## config.mk

```make
export PLATFORM = sky130hd
export DESIGN_NAME = pwm_cm_latch
export DESIGN_NICKNAME = d
export VERILOG_FILES = /design/src/rtl/pwm_latch_pkg.sv /design/src/rtl/pwm_sync.sv /design/src/rtl/pwm_edge_det.sv /design/src/rtl/pwm_core.sv /design/src/rtl/pwm_cm_latch.sv
export SDC_FILE = /design/constraint.sdc
export NUM_CORES = 1
export LEC_CHECK = 0
export ABC_AREA = 1
export BUFFER_PORTS_ARGS = -buffer_cell sky130_fd_sc_hd__clkbuf_2
export CAP_MARGIN = 20
export CORE_AREA = 2 2 39 41
export DETAILED_ROUTE_END_ITERATION = 8
export DIE_AREA = 0 0 41 43
export PLACE_DENSITY = 0.58
export SLEW_MARGIN = 40
export SYNTH_ARGS = -nofsm -noshare
export SYNTH_HDL_FRONTEND = slang
export SYNTH_HIERARCHICAL = 1
export SYNTH_SLANG_ARGS = --single-unit
```

## constraint.sdc

```tcl
create_clock -name clk_i -period 2.1 [get_ports clk_i]
set_clock_uncertainty 0.05 [all_clocks]
set_input_delay 0.42 -clock clk_i [delete_from_list [all_inputs] [get_ports clk_i]]
set_output_delay 0.42 -clock clk_i [all_outputs]
set_load 0.02 [all_outputs]
```

## src/rtl/pwm_latch_pkg.sv

```systemverilog
package pwm_latch_pkg;
  typedef enum logic {
    EDGE_RISE = 1'b0,
    EDGE_FALL = 1'b1
  } edge_pol_e;

  localparam int unsigned SYNC_STAGES = 2;
endpackage

```

## src/rtl/pwm_sync.sv

```systemverilog
module pwm_sync #(
  parameter int unsigned W      = 1,
  parameter int unsigned STAGES = 2
) (
  input  logic         clk_i,
  input  logic         rst_ni,
  input  logic [W-1:0] d_i,
  output logic [W-1:0] q_o
);
  logic [STAGES-1:0][W-1:0] stg;

  always_ff @(posedge clk_i or negedge rst_ni) begin
    if (!rst_ni) begin
      stg <= '0;
    end else begin
      stg[0] <= d_i;
      for (int i = 1; i < STAGES; i++) stg[i] <= stg[i-1];
    end
  end

  assign q_o = stg[STAGES-1];
endmodule

```

## src/rtl/pwm_edge_det.sv

```systemverilog
module pwm_edge_det
  import pwm_latch_pkg::*;
(
  input  logic      clk_i,
  input  logic      rst_ni,
  input  logic      lvl_i,
  input  edge_pol_e pol_i,
  output logic      pulse_o
);
  logic prev_q;

  always_ff @(posedge clk_i or negedge rst_ni) begin
    if (!rst_ni) prev_q <= 1'b0;
    else         prev_q <= lvl_i;
  end

  always_comb begin
    unique case (pol_i)
      EDGE_FALL: pulse_o = prev_q & ~lvl_i;
      default:   pulse_o = lvl_i & ~prev_q;
    endcase
  end
endmodule

```

## src/rtl/pwm_core.sv

```systemverilog
module pwm_core #(
  parameter int unsigned BLANK_CYC = 5
) (
  input  logic clk_i,
  input  logic rst_ni,
  input  logic set_i,
  input  logic trip_i,
  input  logic fault_i,
  output logic gate_o,
  output logic blank_done_o
);
  localparam int unsigned CW = (BLANK_CYC < 2) ? 1 : $clog2(BLANK_CYC + 1);

  logic [CW-1:0] blank_q;
  logic          gate_q;

  assign blank_done_o = (blank_q == '0);

  // priority: fault, qualified trip, set (only from off), count down
  always_ff @(posedge clk_i or negedge rst_ni) begin
    if (!rst_ni) begin
      gate_q  <= 1'b0;
      blank_q <= '0;
    end else if (fault_i) begin
      gate_q  <= 1'b0;
      blank_q <= '0;
    end else if (gate_q && trip_i && blank_done_o) begin
      gate_q  <= 1'b0;
    end else if (set_i && !gate_q) begin
      gate_q  <= 1'b1;
      blank_q <= CW'(BLANK_CYC - 1);
    end else if (!blank_done_o) begin
      blank_q <= blank_q - 1'b1;
    end
  end

  assign gate_o = gate_q;
endmodule

```

## src/rtl/pwm_cm_latch.sv

```systemverilog
module pwm_cm_latch
  import pwm_latch_pkg::*;
#(
  parameter int unsigned BLANK_CYC = 5
) (
  input  logic clk_i,
  input  logic rst_ni,
  input  logic ext_clk_i,
  input  logic edge_sel_i,
  input  logic trip_i,
  input  logic hot_i,
  input  logic therm_off_i,
  output logic gate_o,
  output logic flag_oe_o,
  output logic flag_dat_o
);
  logic [2:0] raw, syn;
  logic       ext_s, trip_s, hot_s;
  logic       set_pulse, fault, blank_done;

  assign raw = {hot_i, trip_i, ext_clk_i};

  pwm_sync #(.W(3), .STAGES(SYNC_STAGES)) u_sync (
    .clk_i (clk_i),
    .rst_ni(rst_ni),
    .d_i   (raw),
    .q_o   (syn)
  );

  assign {hot_s, trip_s, ext_s} = syn;

  pwm_edge_det u_edge (
    .clk_i  (clk_i),
    .rst_ni (rst_ni),
    .lvl_i  (ext_s),
    .pol_i  (edge_pol_e'(edge_sel_i)),
    .pulse_o(set_pulse)
  );

  assign fault = hot_s & ~therm_off_i;

  pwm_core #(.BLANK_CYC(BLANK_CYC)) u_core (
    .clk_i       (clk_i),
    .rst_ni      (rst_ni),
    .set_i       (set_pulse),
    .trip_i      (trip_s),
    .fault_i     (fault),
    .gate_o      (gate_o),
    .blank_done_o(blank_done)
  );

  // open-drain model: enable pulls low
  assign flag_oe_o  = hot_s;
  assign flag_dat_o = 1'b0;
endmodule

```

==> impl_metrics.toml, run 1 <==
[setup_path]
crit-reg2reg-capture = "u_core/blank_q[2]"
reg2reg_slack_ps = 1000
max_stage_delay_ps = 390
kind_of_start_point_of_the_critical_path = "register"
worstSetupPathType = "register to output pin"
worstPathMaxFanout = 3
cp-end-kind = "output pin"
r2r_cell_count = 7
path_cells = "clkbuf_2"
cp_data_arrival_time_ps = 800
cp-endpoint = "gate_o"
worst_r2r_startpoint = "u_core/blank_q[0]"
worst_path_max_delay_cell = "dfrtp_1"
timing.critical_path.buf_inv = 1
worst_path_dominant_cell_family = "flip-flops"
startpoint = "u_core/gate_o"
crit_required_ps = 1630
timing.critical_path.depth = 1

[floorplanning]
ioPinCount = 10
floorplan.rows = 14
die_y_um = 43
core-area_sq_mm = 0.00138
die_x_um = 41
die_area_sq_mm = 0.00176
initial_core_util_pct = 35.4

[global_routing]
grt_util_met1_pct = 10.4
grt_pass1_vias = 313
grt.met3_usage_pct = 1.57
grt_usage_pct = 9.45
grt_start_max_net_pins = 12
globalRouteMet2Util_pct = 14.7
globalRoute.totalOverflow = 0
antenna_found_initial = 0
grt_pass1_wl_mm = 1.12
top_usage_layer = "met2"

[drt]
routed_wl_um = 587
drt_first_pass_iters = 2
drt_drc_violations_left = 0
routed_wire_length_per_instance_um = 7.53
via_count = 319
final_antenna_net_count = 0
avgViaCountPerCell = 4.09
detailedRoute.firstIterationViolations = 1

[final_layout]
layout.nets = 72
mostFrequentLayoutCells = "inv_1, dfrtp_1, clkbuf_2"
antenna_cells_inserted = 0
drive_gt1_share_pct = 27.4
fin_cells = 78
syn_to_final_growth_pct = 13.5

[place]
placed_cells_incl_taps = 73
dp_hpwl_um = 479
portBuffers = 8
gp_congestion = 0.711

[power]
vdd_ir_drop_max_uv = 427
p_clk_share_pct = 21.8
internal-power_uw = 403
power_frac_seq_pct = 44.9
p_switching_uw = 207
power.share.combinational_pct = 33.4
power_density_mw_per_mm2 = 1100
leakage_nw = 0.312
switching_share_pct = 34.0

[yosys]
total_nets_after_synthesis = 62
synthesis.area_per_instance_sq_um = 9.25
synth.yosys.warnings = 6
synth.yosys.seq_area_share_pct = 56.1
syn-cell-area_sq_um = 490
synth_cells = 53
ys_seq_elements = 11
distinct_cells_synth = 14

[sta]
final-setup-viol-count = 0
fin_worst_hold_slack_ps = 217
max_slew_vio_count = 0
max_freq_ghz = 0.787
timing.setup.tns_ps = 0
layout_min_cycle_time_ps = 1270
hold_viol_final = 0
unrepaired_setup_endpoints_after_global_routing = "false"
post-route-period-util_pct = 60.5

[cts]
postCtsSetupRepairBufs = 0
cts_sinks = 11
cts.reportedPaths.clkPinSlew_ps = 60
cts_max_path_buffers = 2
cts_tree = "done"
clockRootBuffer = "clkbuf_4"
numCtsBuffers = 3
htree_num_levels = 1
worstSkewPairLatency_ps = 260

[run]
cap_violations = 0

[hold_path]
worstHoldPathCells = 1
hold_path_class = "primary input to register"

[outcome]
status = "completed"
-- cell usage after synthesis --
cell type  instances  area [sq um]
inv_2              2          7.51
inv_1             11          41.3
ha_1               2          25.0
conb_1             1          3.75
a21oi_1            1          5.00
nor2_1             4          15.0
dfrtp_1           11           275
nand3_1            2          10.0
o21ai_0            1          5.00
nor2_2             2          12.5
buf_4              4          30.0
nand4_1            4          25.0
nand2_1            6          22.5
nand2_2            2          12.5
-- cell type report --
type	instances	area, sq um
Fill cell	134	827
Sequential cell	11	275
Multi-Input combinational cell	25	136
Timing Repair Buffer	9	50.0
Inverter	13	48.8
Clock buffer	4	26.3
Tap cell	16	20.0
-- layer usage --
metal / part of all wire (%) / vias to the layer above
met3: 2.2 / 0
li1: - / 174
met5: 0 / -
met1: 46 / 141
met2: 52 / 4
met4: 0 / 0
-- stage by stage --
stage | total power, mW | setup WS [ps] | util [%] | cell area [sq um]
global route | 0.677 | 790 | 40.2 | 557
floorplan | 0.445 | 1060 | - | 490
CTS | 0.624 | 815 | 40.2 | 557
detailed placement | 0.486 | 922 | 37.6 | 520
global placement | 0.482 | 931 | 37.6 | 520
finish | 0.610 | 830 | 40.2 | 557
-- repair_timing --
action / CTS / global route
hold buffers: 1 / 0
hold endpoints to repair: 11 / 0
gates resized for setup: 0 / 0
-- worst min-delay path by stage --
stage	from	endpoint
floorplan	rst_ni	u_core/blank_q[0]
global route	trip_i	u_sync/stg[1]
global placement	rst_ni	u_sync/q_o[0]
detailed placement	rst_ni	u_sync/q_o[0]
finish	trip_i	u_sync/stg[1]
CTS	hot_i	u_sync/stg[2]
-- power groups by stage --
stage | Clock [mW] | Combinational (mW) | Sequential (mW)
after detailed placement | 0 | 0.208 | 0.278
after global routing | 0.152 | 0.246 | 0.279
final | 0.133 | 0.204 | 0.274
after floorplan | 0 | 0.163 | 0.282
after CTS | 0.141 | 0.209 | 0.274
after global placement | 0 | 0.204 | 0.278
-- cell families (layout without fill, tap and decap cells) --
| family | after synthesis | in the layout | synth area share, % |
|---|---|---|---|
| adder cells (fa/ha/maj) | 2 | 2 | 5.10 |
| AO/OA/AOI/OAI | 2 | 2 | 2.04 |
| buffers and inverters | 17 | 26 | 16.1 |
| flip-flops | 11 | 11 | 56.1 |
| AND/OR/NAND/NOR | 20 | 20 | 19.9 |
| other | 1 | 1 | 0.765 |
-- registers in the layout, summed over array words and instances, names as in the netlist --
signal and count:
u_sync/stg 3, u_sync/q_o 3, u_edge/prev_q 1, u_core/gate_o 1, u_core/blank_q 3
Power figures use the tool's default switching activity.
==> inputs of run 2 (changes only) <==
--- a/config.mk
+++ b/config.mk
@@ -5,13 +5,13 @@
 export SDC_FILE = /design/constraint.sdc
 export NUM_CORES = 1
 export LEC_CHECK = 0
-export ABC_AREA = 1
+export ABC_AREA = 0
 export BUFFER_PORTS_ARGS = -buffer_cell sky130_fd_sc_hd__clkbuf_2
 export CAP_MARGIN = 20
 export CORE_AREA = 2 2 39 41
 export DETAILED_ROUTE_END_ITERATION = 8
 export DIE_AREA = 0 0 41 43
-export PLACE_DENSITY = 0.58
+export PLACE_DENSITY = 0.57
 export SLEW_MARGIN = 40
 export SYNTH_ARGS = -nofsm -noshare
 export SYNTH_HDL_FRONTEND = slang
==> constraint.sdc (replaced) <==
create_clock -name clk_i -period 1.3 [get_ports clk_i]
set_clock_uncertainty 0.05 [all_clocks]
set_input_delay 0.26 -clock clk_i [delete_from_list [all_inputs] [get_ports clk_i]]
set_output_delay 0.26 -clock clk_i [all_outputs]
set_load 0.02 [all_outputs]
==> run 2 against run 1 <==
  * Final cell count is 12% lower
  * Worst setup slack worse by 810 ps
  * Utilization is 5.0 points higher
  * Critical path depth is 4 higher
  * Sequential power increased by 63%
  * Via count down 7.8%
==> impl_metrics.toml, run 2 <==
[setup_path]
cp_data_arrival_time_ps = 1390
worstPathMaxFanout = 4
cp-end-kind = "register"
worstSetupPathType = "register to register"
crit_required_ps = 1410
kind_of_start_point_of_the_critical_path = "register"

[global_routing]
globalRouteMet2Util_pct = 14.1
antenna_found_initial = 0
grt_pass1_wl_mm = 1.25
grt_start_max_net_pins = 12
top_usage_layer = "met1"
grt_usage_pct = 11.2
grt_util_met1_pct = 15.9
globalRoute.totalOverflow = 0
grt.met3_usage_pct = 1.57
grt_pass1_vias = 299

[yosys]
leading_cell_types_by_count_after_synthesis = "dfrtp_1, buf_4"
synth_top_area_share_pct = 58.8
distinct_cells_synth = 19
ys_seq_elements = 11
synth-main-ff-cell = "dfrtp_1"
synth_top_cell_by_area = "dfrtp_1"
total_nets_after_synthesis = 45
async_flop_share_pct = 100
synth_cells = 36
syn-cell-area_sq_um = 468
synthesis.area_per_instance_sq_um = 13.0
post_synth_main_area_contributors = "dfrtp_1, buf_4, nor2b_4"
synth.yosys.warnings = 6
number_of_enable_type_register_cells_in_the_synthesized_netlist = 0
synthMostInstantiatedCell = "dfrtp_1"
synth.yosys.seq_area_share_pct = 58.8

[hold_path]
hold_path_class = "primary input to register"

[power]
internal-power_uw = 886
vdd_ir_drop_max_uv = 861
power_frac_seq_pct = 34.5
power_density_mw_per_mm2 = 2070
leakage_nw = 0.292
power.share.combinational_pct = 48.0
switching_share_pct = 31.5
p_clk_share_pct = 17.5
p_switching_uw = 408

[final_layout]
antenna_cells_inserted = 0
postLayoutCellArea_sq_um = 626
drive_gt1_share_pct = 52.8
layout_commonest_cell = "dfrtp_1"
syn_to_final_growth_pct = 33.7
mostFrequentLayoutCells = "dfrtp_1, clkbuf_2, buf_4"
layout.nets = 63

[cts]
htree_num_levels = 1
cts.reportedPaths.clkPinSlew_ps = 70
worstSkewPairLatency_ps = 260
numCtsBuffers = 3
cts_max_path_buffers = 2
clockRootBuffer = "clkbuf_4"
cts_sinks = 11
cts_tree = "done"

[sta]
fin_worst_hold_slack_ps = 47.3
max_freq_ghz = 0.781
max_slew_vio_count = 0
layout_min_cycle_time_ps = 1280
timing.final.ws_setup_ps = 19.3
timing.setup.tns_ps = 0
hold_viol_final = 0
post-route-period-util_pct = 98.5
unrepaired_setup_endpoints_after_global_routing = "true"
final-setup-viol-count = 0

[outcome]
status = "completed"

[floorplanning]
floorplan.rows = 14
die_x_um = 41
ioPinCount = 10
die_y_um = 43
die_area_sq_mm = 0.00176
initial_core_util_pct = 33.8
core-area_sq_mm = 0.00138

[drt]
routed_wl_um = 747
drt_first_pass_iters = 2
routed_wire_length_per_instance_um = 10.8
drt_drc_violations_left = 0
via_count = 294
avgViaCountPerCell = 4.26
detailedRoute.firstIterationViolations = 1
final_antenna_net_count = 0

[place]
dp_hpwl_um = 470
portBuffers = 8
place_worst_setup_slack_ps = -19.6
dpl_cell_area_sq_um = 520
gp_congestion = 0.685

[run]
cap_violations = 0
[run 2: cell types whose count changed in the layout (fill, tap and decap cells not counted), moves of 2 or more]
| cell | before | now |
|---|---|---|
| buf_4 | 0 | 7 |
| nand4_1 | 4 | 0 |
| nor2_2 | 2 | 0 |
| nor2b_4 | 0 | 2 |
| nand2_1 | 6 | 0 |
| inv_1 | 11 | 0 |
| nand2_2 | 2 | 0 |
| nor2_1 | 4 | 1 |
| nand3_1 | 2 | 0 |
| nor2b_2 | 0 | 2 |
[run 2: cell families (layout without fill, tap and decap cells)]
family | count (synthesis) | after routing | synth area share [%]
xor gates and xnor gates | 1 | 1 | 1.87
other | 1 | 1 | 0.801
DFF | 11 | 11 | 58.8
AOI/OAI and AO/OA | 5 | 5 | 9.09
adders and majority gates | 2 | 2 | 5.35
and+or+nand+nor | 9 | 9 | 15.2
buffers and inverters | 7 | 24 | 8.82
[run 2: per-stage QoR]
step                      utilization [%]  total power [mW]  instances
final                                45.2              1.29         69
after CTS                            42.4              1.18         66
after detailed placement             37.6             0.839         59
after global routing                 45.2              1.39         69
after global placement               37.6             0.835         59
after floorplan                         -             0.727         36
[run 2: worst max-delay path, stage by stage (launching register included)]
cell       delay [ps]
dfrtp_1           340
inv_2              60
ha_4              150
nor2b_4           130
buf_6             120
a2111oi_4         320
[run 2: cell type report]
cell class              count  area, sq um
flip-flops and latches     11          275
well taps                  16         20.0
multi-input cells          18          179
clock buffers               4         26.3
fillers                   134          758
inverters                   3         11.3
repair buffers             17          114
[run 2: power groups by stage]
stage                     registers (mW)  logic [mW]  clock network (mW)
after global routing               0.455       0.692               0.248
after global placement             0.445       0.391                   0
after detailed placement           0.447       0.391                   0
after CTS                          0.446       0.499               0.240
final                              0.446       0.621               0.226
after floorplan                    0.450       0.277                   0
[run 2: per-layer routing]
layer  vias to the layer above  routed length, um
met1                       135                357
met3                         2                 25
met2                         8                348
li1                        149                  -
met4                         0                 17
met5                         -                  0
[run 2: final timing paths]
check                      slack [ps]  cells after the start                end         startpoint
min in group asynchronous         350                      2      u_sync/q_o[1]             rst_ni
max in group asynchronous         640                      2      u_sync/q_o[2]             rst_ni
min reg2reg                       300                      0      u_sync/q_o[0]      u_sync/stg[0]
min                                50                      1      u_sync/stg[0]          ext_clk_i
max reg2reg                        20                      5  u_core/blank_q[1]  u_core/blank_q[1]
max                                20                      5  u_core/blank_q[1]  u_core/blank_q[1]
[run 2: timing repair]
action	CTS	global route
pin swaps	0	1
buffers inserted	2	3
gates resized for setup	4	3
hold buffers	1	0
hold endpoints to repair	11	0
setup endpoints to repair	1	4
